## config.mk

```make
export PLATFORM = sky130hd
export DESIGN_NAME = lcdrx_top
export DESIGN_NICKNAME = d
export VERILOG_FILES = /design/src/rtl/lcdrx_pkg.sv /design/src/rtl/lcdrx_edge.sv /design/src/rtl/lcdrx_shift.sv /design/src/rtl/lcdrx_ctrl.sv /design/src/rtl/lcdrx_bank.sv /design/src/rtl/lcdrx_top.sv
export SDC_FILE = /design/constraint.sdc
export NUM_CORES = 1
export LEC_CHECK = 0
export CORE_MARGIN = 2
export CORE_UTILIZATION = 56
export CTS_CLUSTER_SIZE = 28
export DETAILED_ROUTE_END_ITERATION = 8
export PLACE_DENSITY = 0.85
export SLEW_MARGIN = 10
export SYNTH_ARGS = -nofsm -noshare
export SYNTH_HDL_FRONTEND = slang
export SYNTH_SLANG_ARGS = --single-unit
```

## constraint.sdc

```tcl
create_clock -name clk -period 4.9 [get_ports clk]
set_clock_uncertainty 0.2 [all_clocks]
set_input_delay 0.98 -clock clk [delete_from_list [all_inputs] [get_ports clk]]
set_output_delay 0.98 -clock clk [all_outputs]
set_load 0.005 [all_outputs]
```

## src/rtl/lcdrx_pkg.sv

```systemverilog
package lcdrx_pkg;
  localparam int CMD_W = 4;
  localparam logic [CMD_W-1:0] OP_WRITE = 4'b0001;
  localparam logic [CMD_W-1:0] OP_OFF   = 4'b1000;
  localparam logic [CMD_W-1:0] OP_ON    = 4'b1001;

  typedef enum logic [1:0] {ACT_NONE, ACT_WRITE, ACT_OFF, ACT_ON} act_e;

  function automatic act_e classify(input logic [CMD_W-1:0] code);
    case (code)
      OP_WRITE: return ACT_WRITE;
      OP_OFF:   return ACT_OFF;
      OP_ON:    return ACT_ON;
      default:  return ACT_NONE;
    endcase
  endfunction
endpackage

```

## src/rtl/lcdrx_edge.sv

```systemverilog
module lcdrx_edge #(
  parameter int N = 2
) (
  input  logic         clk,
  input  logic         rst_n,
  input  logic [N-1:0] lvl_i,
  output logic [N-1:0] rise_o
);
  for (genvar g = 0; g < N; g++) begin : g_ch
    logic prev_q;
    always_ff @(posedge clk or negedge rst_n) begin
      if (!rst_n) prev_q <= 1'b0;
      else        prev_q <= lvl_i[g];
    end
    assign rise_o[g] = lvl_i[g] & ~prev_q;
  end
endmodule

```

## src/rtl/lcdrx_shift.sv

```systemverilog
module lcdrx_shift #(
  parameter int W = 38
) (
  input  logic         clk,
  input  logic         rst_n,
  input  logic         step_i,
  input  logic         bit_i,
  output logic [W-1:0] frame_o
);
  always_ff @(posedge clk or negedge rst_n) begin
    if (!rst_n)      frame_o <= '0;
    else if (step_i) frame_o <= {frame_o[W-2:0], bit_i};
  end
endmodule

```

## src/rtl/lcdrx_ctrl.sv

```systemverilog
module lcdrx_ctrl
  import lcdrx_pkg::*;
#(
  parameter int SEG_W = 32,
  parameter int SEL_W = 2,
  localparam int NROW    = 1 << SEL_W,
  localparam int FRAME_W = SEG_W + SEL_W + CMD_W
) (
  input  logic               clk,
  input  logic               rst_n,
  input  logic [FRAME_W-1:0] frame_i,
  input  logic               load_i,
  output logic [NROW-1:0]    wr_o,
  output logic [SEG_W-1:0]   data_o,
  output logic               en_o
);
  // newest bit sits at frame_i[0]: C5 there, D1 at the top
  logic [CMD_W-1:0] code;
  logic [SEL_W-1:0] sel;
  act_e             act;
  logic             en_q;

  for (genvar j = 0; j < CMD_W; j++) begin : g_code
    assign code[j] = frame_i[CMD_W-1-j];
  end
  for (genvar k = 0; k < SEL_W; k++) begin : g_sel
    assign sel[k] = frame_i[CMD_W+SEL_W-1-k];
  end
  for (genvar i = 0; i < SEG_W; i++) begin : g_dat
    assign data_o[i] = frame_i[FRAME_W-1-i];
  end

  assign act = classify(code);

  always_comb begin
    wr_o = '0;
    if (load_i && act == ACT_WRITE) wr_o[sel] = 1'b1;
  end

  always_ff @(posedge clk or negedge rst_n) begin
    if (!rst_n) en_q <= 1'b0;
    else if (load_i && act == ACT_OFF) en_q <= 1'b0;
    else if (load_i && act == ACT_ON)  en_q <= 1'b1;
  end
  assign en_o = en_q;

  p_off_r3: assert property (@(posedge clk) disable iff (!rst_n)
    (load_i && code == OP_OFF) |=> !en_o);
  p_on_r4: assert property (@(posedge clk) disable iff (!rst_n)
    (load_i && code == OP_ON) |=> en_o);
  p_unassigned_r6: assert property (@(posedge clk) disable iff (!rst_n)
    (load_i && code != OP_WRITE && code != OP_OFF && code != OP_ON) |=> $stable(en_o));
endmodule

```

## src/rtl/lcdrx_bank.sv

```systemverilog
module lcdrx_bank #(
  parameter int SEG_W = 32,
  parameter int NROW  = 4
) (
  input  logic                       clk,
  input  logic                       rst_n,
  input  logic [NROW-1:0]            wr_i,
  input  logic [SEG_W-1:0]           data_i,
  output logic [NROW-1:0][SEG_W-1:0] rows_o
);
  for (genvar r = 0; r < NROW; r++) begin : g_row
    always_ff @(posedge clk or negedge rst_n) begin
      if (!rst_n)       rows_o[r] <= '0;
      else if (wr_i[r]) rows_o[r] <= data_i;
    end
  end

  p_one_row_r2: assert property (@(posedge clk) disable iff (!rst_n) $onehot0(wr_i));
  p_hold_r9: assert property (@(posedge clk) disable iff (!rst_n)
    !(|wr_i) |=> $stable(rows_o));
endmodule

```

## src/rtl/lcdrx_top.sv

```systemverilog
module lcdrx_top
  import lcdrx_pkg::*;
#(
  parameter int SEG_W = 32,
  parameter int SEL_W = 2
) (
  input  logic                        clk,
  input  logic                        rst_n,
  input  logic                        ser_clk_i,
  input  logic                        ser_dat_i,
  input  logic                        ser_ld_i,
  output logic [(SEG_W<<SEL_W)-1:0]   rows_o,
  output logic                        disp_en_o
);
  localparam int NROW    = 1 << SEL_W;
  localparam int FRAME_W = SEG_W + SEL_W + CMD_W;

  logic [1:0]                   rise;
  logic [FRAME_W-1:0]           frame;
  logic [NROW-1:0]              wr_vec;
  logic [SEG_W-1:0]             wdata;
  logic [NROW-1:0][SEG_W-1:0]   rows_q;
  logic                         en;

  lcdrx_edge #(.N(2)) u_edge (
    .clk(clk), .rst_n(rst_n),
    .lvl_i({ser_ld_i, ser_clk_i}), .rise_o(rise)
  );

  lcdrx_shift #(.W(FRAME_W)) u_shift (
    .clk(clk), .rst_n(rst_n), .step_i(rise[0]), .bit_i(ser_dat_i), .frame_o(frame)
  );

  lcdrx_ctrl #(.SEG_W(SEG_W), .SEL_W(SEL_W)) u_ctrl (
    .clk(clk), .rst_n(rst_n), .frame_i(frame), .load_i(rise[1]),
    .wr_o(wr_vec), .data_o(wdata), .en_o(en)
  );

  lcdrx_bank #(.SEG_W(SEG_W), .NROW(NROW)) u_bank (
    .clk(clk), .rst_n(rst_n), .wr_i(wr_vec), .data_i(wdata), .rows_o(rows_q)
  );

  assign rows_o    = en ? rows_q : '0;
  assign disp_en_o = en;

  p_write_needs_load_r9: assert property (@(posedge clk) disable iff (!rst_n)
    (|wr_vec) |-> ser_ld_i);
  p_single_write_r9: assert property (@(posedge clk) disable iff (!rst_n)
    (|wr_vec) |=> !(|wr_vec));
endmodule

```

==> results of run 1 <==
-- worst reg2reg max path, delay by kind of cell (launching register included) --
kind | cells | cell delay, ns
and+or+nand+nor | 2 | 1.26
muxes | 1 | 0.60
DFF | 1 | 0.42
-- worst max-delay path by stage --
stage,start,depth (start not counted),endpoint,slack (ns)
2_1_floorplan,ser_ld_i,5,u_bank.rows_o[100]$_DFFE_PN0P_,2.51
3_3_place_gp,ser_ld_i,4,u_bank.rows_o[21]$_DFFE_PN0P_,1.40
3_5_place_dp,ser_ld_i,4,u_bank.rows_o[21]$_DFFE_PN0P_,1.33
4_1_cts,u_ctrl.en_o$_DFFE_PN0P_,3,rows_o[125],1.39
5_1_grt,u_ctrl.en_o$_DFFE_PN0P_,3,rows_o[125],1.24
6_report,u_ctrl.en_o$_DFFE_PN0P_,3,rows_o[125],1.43
-- cell type report --
class | instances | area share, %
repair buffers | 140 | 15.0
well taps | 172 | 2.33
clock buffers | 26 | 5.73
flip-flops and latches | 169 | 45.8
clock inverters | 6 | 1.17
multi-input cells | 304 | 29.9
-- cell usage after synthesis (all sizes together) --
master / instances
clkbuf: 16
nand4b: 2
nor2: 1
nor2b: 1
buf: 15
nand3: 1
and2: 128
dfrtp: 169
nor4b: 1
and4: 1
nand2: 1
nand2b: 1
mux2: 167
-- metrics by stage --
stage / std cells / hold slack [ns] / worst slack (ns)
after global routing: 817 / 0.317 / 1.24
final: 817 / 0.297 / 1.43
after CTS: 817 / 0.301 / 1.39
after detailed placement: 785 / 0.276 / 1.33
after global placement: 785 / 0.268 / 1.40
after floorplan: 504 / 0.250 / 2.51
-- placed cells by master, fill, tap and decap left out --
cell / count
dfrtp_1: 168
mux2_2: 166
clkdlybuf4s50_1: 132
and2_1: 128
clkbuf_16: 17
clkbuf_8: 7
buf_4: 7
bufinv_16: 3
nand4b_1: 2
clkbuf_1: 2
clkinv_2: 2
nand2b_2: 1
nor4b_4: 1
nor2b_1: 1
and4_2: 1
mux2_1: 1
nor2_1: 1
nand3_2: 1
nand2_1: 1
clkinvlp_4: 1
buf_6: 1
dfrtp_2: 1
-- report_power, final --
part	internal, mW	switching [mW]	total, mW
Clock	0.896	0.513	1.41
Sequential	1.50	0.139	1.64
Combinational	0.158	0.175	0.333
Total	2.55	0.828	3.38
-- layer usage --
| metal | vias up | wire, um |
|---|---|---|
| met3 | 16 | 658 |
| met1 | 2256 | 6670 |
| met5 | - | 0 |
| met2 | 100 | 7290 |
| li1 | 1952 | - |
| met4 | 0 | 165 |
-- registers in the layout, summed over array words and instances (netlist names) --
signal / cells
u_bank.rows_o: 128
u_ctrl.en_o: 1
u_edge.g_ch.prev_q: 2
u_shift.frame_o: 38
-- cell families after synthesis --
logic type             count (synthesis)  share of synthesized area, %
multiplexers                         167                          26.4
buffers and inverters                 31                          1.98
AND/OR/NAND/NOR                      137                          12.3
flip-flops                           169                          59.3
==> impl_metrics.py, run 1 <==
metrics = {
    "die": {
        "die_h_um": 117,
        "start_util_pct": 56.9,
        "die_area_sq_um": 13600,
        "core_sq_um": 12500,
        "std_cell_rows": 41,
        "chipWidth_um": 117,
        "ioPinCount": 134,
    },
    "place": {
        "hpwl_mm": 9.44,
        "portBuffers": 133,
        "gp_congestion": 0.795,
        "place_area_sq_um": 8600,
    },
    "synth": {
        "ys_warn_count": 0,
        "synth_top_area_share_pct": 59.3,
        "synth.distinct_cells": 17,
        "syn_nets": 509,
        "yosysSeqAreaShare_pct": 59.3,
        "syn_inst": 504,
        "syn-cell-area_sq_um": 7130,
        "syn-mean-instance-area_sq_um": 14.1,
        "synth.area.top_cells": "dfrtp_1 (59%), mux2_2 (26%), and2_1 (11%)",
        "yosys.area.top_type": "dfrtp_1",
        "ys_seq_elements": 169,
    },
    "setup_path": {
        "ff2ff_setup_slack_ns": 2.31,
        "crit_slowest_cell": "dfrtp_2",
        "cp_top_family": "buffers and inverters",
        "slowest_delay_ns": 0.60,
        "crit_type": "flip-flop to output pin",
        "cp.required_ns": 3.72,
        "start_kind": "flip-flop",
        "reg2reg_from": "u_shift.frame_o[1]$_DFFE_PN0P_",
        "reg2reg_to": "u_bank.rows_o[21]$_DFFE_PN0P_",
        "end_kind": "output pin",
        "critPathMaxFanout": 61,
        "critPathBufInv": 2,
        "crit_arrival_ns": 2.29,
        "crit_chain": "buf_4 > and2_1 > clkdlybuf4s50_1",
        "rr_worst_depth": 3,
    },
    "clock_tree": {
        "cts_tree": "built",
        "cts_setup_buffers": 0,
        "clkTransAtPathRegs_ns": 0.06,
        "clkLatencyLatePin_ns": 0.42,
        "ctsHoldBuffers": 0,
        "cts_buffer_depth": 2,
        "clkSinkCount": 169,
        "htreeDepth": 4,
        "cts_root_buffer": "clkbuf_16",
        "cts_made_buffers": 17,
        "ctsResizeCount": 0,
    },
    "global_routing": {
        "grt_antenna_before_repair": 0,
        "grtUsageMet2_pct": 37.9,
        "gr-usage-all-layers_pct": 23.2,
        "grt-ovfl-total": 0,
        "grt_max_degree": 113,
        "grt_pass1_vias": 4489,
        "grt_util_met3_pct": 5.82,
        "busiest_layer": "met2",
        "grt_pass1_wl_mm": 24.0,
        "grtUsageMet1_pct": 31.2,
    },
    "layout": {
        "diodes": 0,
        "nets": 637,
        "drive_above_1_share_pct": 32.4,
        "multiInputGateArea_sq_um": 2770,
        "regArea_sq_um": 4230,
        "final_core_util_pct": 73.8,
        "nFillCells": 871,
        "area_growth_pct": 29.5,
        "design_area_sq_um": 9230,
    },
    "outcome": {
        "status": "completed",
    },
    "worst_hold_path": {
        "hold_path.class": "flip-flop to flip-flop",
        "min_to": "u_bank.rows_o[73]$_DFFE_PN0P_",
        "hp-start": "u_bank.rows_o[73]$_DFFE_PN0P_",
        "whs_path_depth": 1,
    },
    "timing": {
        "fmax_mhz": 288,
        "worst_pin_slew_ns": 1.01,
        "final_hold_viol_count": 0,
        "finalCritPeriodShare_pct": 70.9,
        "fin_tns_setup_ns": 0,
        "rsz0062_at_grt": "no",
        "setup_viol": 0,
        "drv_slew": 0,
        "relSlewSlack_pct": 32.5,
        "min_period_ns": 3.47,
    },
    "drt": {
        "vias": 4324,
        "drt_iter0_markers": 237,
        "wl_mm": 14.8,
        "drcViolationCount": 0,
        "via_per_inst": 5.29,
        "routedWlPerCell_um": 18.1,
        "drtAntennaViolNets": 0,
        "dr.pass1.iters": 4,
    },
    "pwr": {
        "fin_total_pwr_mw": 3.38,
        "power_density_nw_per_um2": 366,
        "leakage_nw": 4.47,
        "peakVddDrop_mv": 0.259,
    },
    "job": {
        "max-cap-violations": 0,
    },
}
Note: power is estimated with default switching activity, not from simulation.
==> run 2: changes to the inputs <==
--- a/config.mk
+++ b/config.mk
@@ -6,10 +6,10 @@
 export NUM_CORES = 1
 export LEC_CHECK = 0
 export CORE_MARGIN = 2
-export CORE_UTILIZATION = 56
+export CORE_UTILIZATION = 52
 export CTS_CLUSTER_SIZE = 28
 export DETAILED_ROUTE_END_ITERATION = 8
-export PLACE_DENSITY = 0.85
+export PLACE_DENSITY = 0.8
 export SLEW_MARGIN = 10
 export SYNTH_ARGS = -nofsm -noshare
 export SYNTH_HDL_FRONTEND = slang
==> constraint.sdc (replaced) <==
create_clock -name clk -period 3.2 [get_ports clk]
set_clock_uncertainty 0.2 [all_clocks]
set_input_delay 0.64 -clock clk [delete_from_list [all_inputs] [get_ports clk]]
set_output_delay 0.64 -clock clk [all_outputs]
set_load 0.005 [all_outputs]
==> run 2 against run 1 <==
  * Setup slack worse by 0.93 ns
  * Clock power up 48%
  * Hold slack worse by 0.29 ns
  * Global-route usage down 1.8 points
  * Via count down 0.81%
  * Non-clock buffer count up 5
  * Critical path type unchanged
  * Largest power group unchanged
  * Largest cell class unchanged
  * Sequential share of layout area down 0.27 points
  * Flip-flop and latch count unchanged
==> impl_metrics.py, run 2 (synthesis gave the netlist of run 1 again) <==
metrics = {
    "setup_path": {
        "crit_slowest_cell": "clkdlybuf4s50_1",
        "ff2ff_setup_slack_ns": 1.15,
        "rr_worst_depth": 4,
        "cp.required_ns": 2.36,
        "reg2reg_to": "u_bank.rows_o[120]$_DFFE_PN0P_",
        "start_kind": "flip-flop",
        "crit_type": "flip-flop to output pin",
        "path_depth": 3,
        "slowest_delay_ns": 0.52,
        "critPathMaxFanout": 88,
        "crit_start": "u_ctrl.en_o$_DFFE_PN0P_",
        "cp_top_family": "buffers and inverters",
        "reg2reg_from": "u_shift.frame_o[1]$_DFFE_PN0P_",
        "crit_arrival_ns": 1.86,
        "end_kind": "output pin",
        "critPathBufInv": 2,
        "crit_chain": "buf_12 > and2_1 > clkdlybuf4s50_1",
        "endpoint": "rows_o[121]",
    },
    "layout": {
        "final_cell_mix": "dfrtp_1 (168), mux2_2 (166), clkdlybuf4s50_1 (132), and2_1 (128), clkbuf_16 (17)",
        "area_growth_pct": 30.3,
        "largest_register_ffs": 128,
        "nets": 642,
        "multiInputGateArea_sq_um": 2770,
        "diodes": 0,
        "drive_above_1_share_pct": 32.5,
        "top_regs": "u_bank.rows_o (128), u_shift.frame_o (38), u_edge.g_ch.prev_q (2)",
        "final_core_util_pct": 69.8,
        "final_common_cell": "dfrtp_1",
        "max_flop_register": "u_bank.rows_o",
        "regArea_sq_um": 4230,
        "nFillCells": 914,
    },
    "drt": {
        "routedWlPerCell_um": 17.8,
        "drtAntennaViolNets": 0,
        "drcViolationCount": 0,
        "wl_mm": 14.7,
        "vias": 4289,
        "dr.pass1.iters": 4,
        "drt_iter0_markers": 183,
        "via_per_inst": 5.19,
    },
    "outcome": {
        "status": "completed",
    },
    "timing": {
        "final_hold_viol_count": 0,
        "setup_viol": 0,
        "min_period_ns": 2.70,
        "rsz0062_at_grt": "no",
        "whs_ns": 0.00917,
        "fmax_mhz": 370,
        "fin_tns_setup_ns": 0,
        "drv_slew": 0,
        "relSlewSlack_pct": 58.5,
        "worst_pin_slew_ns": 0.622,
        "finalCritPeriodShare_pct": 84.4,
    },
    "global_routing": {
        "grt_max_degree": 89,
        "gr-usage-all-layers_pct": 21.4,
        "grt_pass1_vias": 4541,
        "grt-ovfl-total": 0,
        "grt_antenna_before_repair": 0,
        "grt_pass1_wl_mm": 24.1,
    },
    "place": {
        "hpwl_mm": 9.60,
        "gp_congestion": 0.731,
        "portBuffers": 133,
    },
    "worst_hold_path": {
        "hold_path.class": "input pin to asynchronous set/reset pin",
    },
    "die": {
        "start_util_pct": 53.6,
        "die_area_sq_um": 14700,
        "die_h_um": 121,
        "ioPinCount": 134,
        "std_cell_rows": 42,
        "chipWidth_um": 121,
        "core_sq_um": 13300,
    },
    "clock_tree": {
        "cts_buffer_depth": 2,
        "ctsResizeCount": 0,
        "cts_root_buffer": "clkbuf_16",
        "clkLatencyLatePin_ns": 0.42,
        "ctsHoldBuffers": 0,
        "cts_made_buffers": 17,
        "clkTransAtPathRegs_ns": 0.06,
        "cts_setup_buffers": 0,
        "cts_tree": "built",
        "htreeDepth": 4,
        "clkSinkCount": 169,
    },
    "pwr": {
        "peakVddDrop_mv": 0.383,
        "leakage_nw": 4.49,
        "power_density_nw_per_um2": 554,
    },
    "job": {
        "max-cap-violations": 0,
    },
}
==> run 2: final cells by class <==
cell class              count  share of cell area (%)
flip-flops and latches    169                    45.6
clock inverters             6                    1.20
well taps                 176                    2.37
clock buffers              26                    5.38
repair buffers            145                    15.7
multi-input cells         304                    29.8
==> run 2: routing by layer <==
layer | GRT usage, % | up-vias | part of all wire [%] | wire (um)
li1 | - | 1970 | - | -
met1 | 28.7 | 2210 | 44 | 6520
met3 | 5.69 | 16 | 4.7 | 687
met5 | 0 | - | 0 | 0
met2 | 34.7 | 93 | 50 | 7320
met4 | 6.10 | 0 | 1.0 | 153
==> run 2: worst min-delay path by stage <==
stage                                    from                              end  depth (start not counted)
2_1_floorplan                           rst_n     u_bank.rows_o[0]$_DFFE_PN0P_                          0
3_3_place_gp   u_bank.rows_o[102]$_DFFE_PN0P_   u_bank.rows_o[102]$_DFFE_PN0P_                          1
3_5_place_dp   u_bank.rows_o[102]$_DFFE_PN0P_   u_bank.rows_o[102]$_DFFE_PN0P_                          1
4_1_cts                                 rst_n     u_bank.rows_o[4]$_DFFE_PN0P_                          1
5_1_grt                                 rst_n  u_edge.g_ch[1].prev_q$_DFF_PN0_                          1
6_report                                rst_n  u_edge.g_ch[1].prev_q$_DFF_PN0_                          1
==> run 2: per-stage QoR <==
| step | cells | worst slack [ns] | total power, mW | cell area [sq um] |
|---|---|---|---|---|
| global placement | 794 | 0.581 | 3.06 | 8680 |
| finish | 826 | 0.500 | 5.15 | 9290 |
| CTS | 826 | 0.475 | 5.19 | 9290 |
| global route | 826 | 0.423 | 5.37 | 9290 |
| floorplan | 504 | 1.15 | 2.81 | 7130 |
| detailed placement | 794 | 0.515 | 3.09 | 8680 |
==> run 2: report_power, final <==
part	leakage, nW	internal [mW]	total [mW]	switching, mW
combinational	1.86	0.262	0.571	0.308
clock	0.295	1.31	2.09	0.783
sequential	2.33	2.30	2.48	0.182
total	4.49	3.87	5.15	1.27
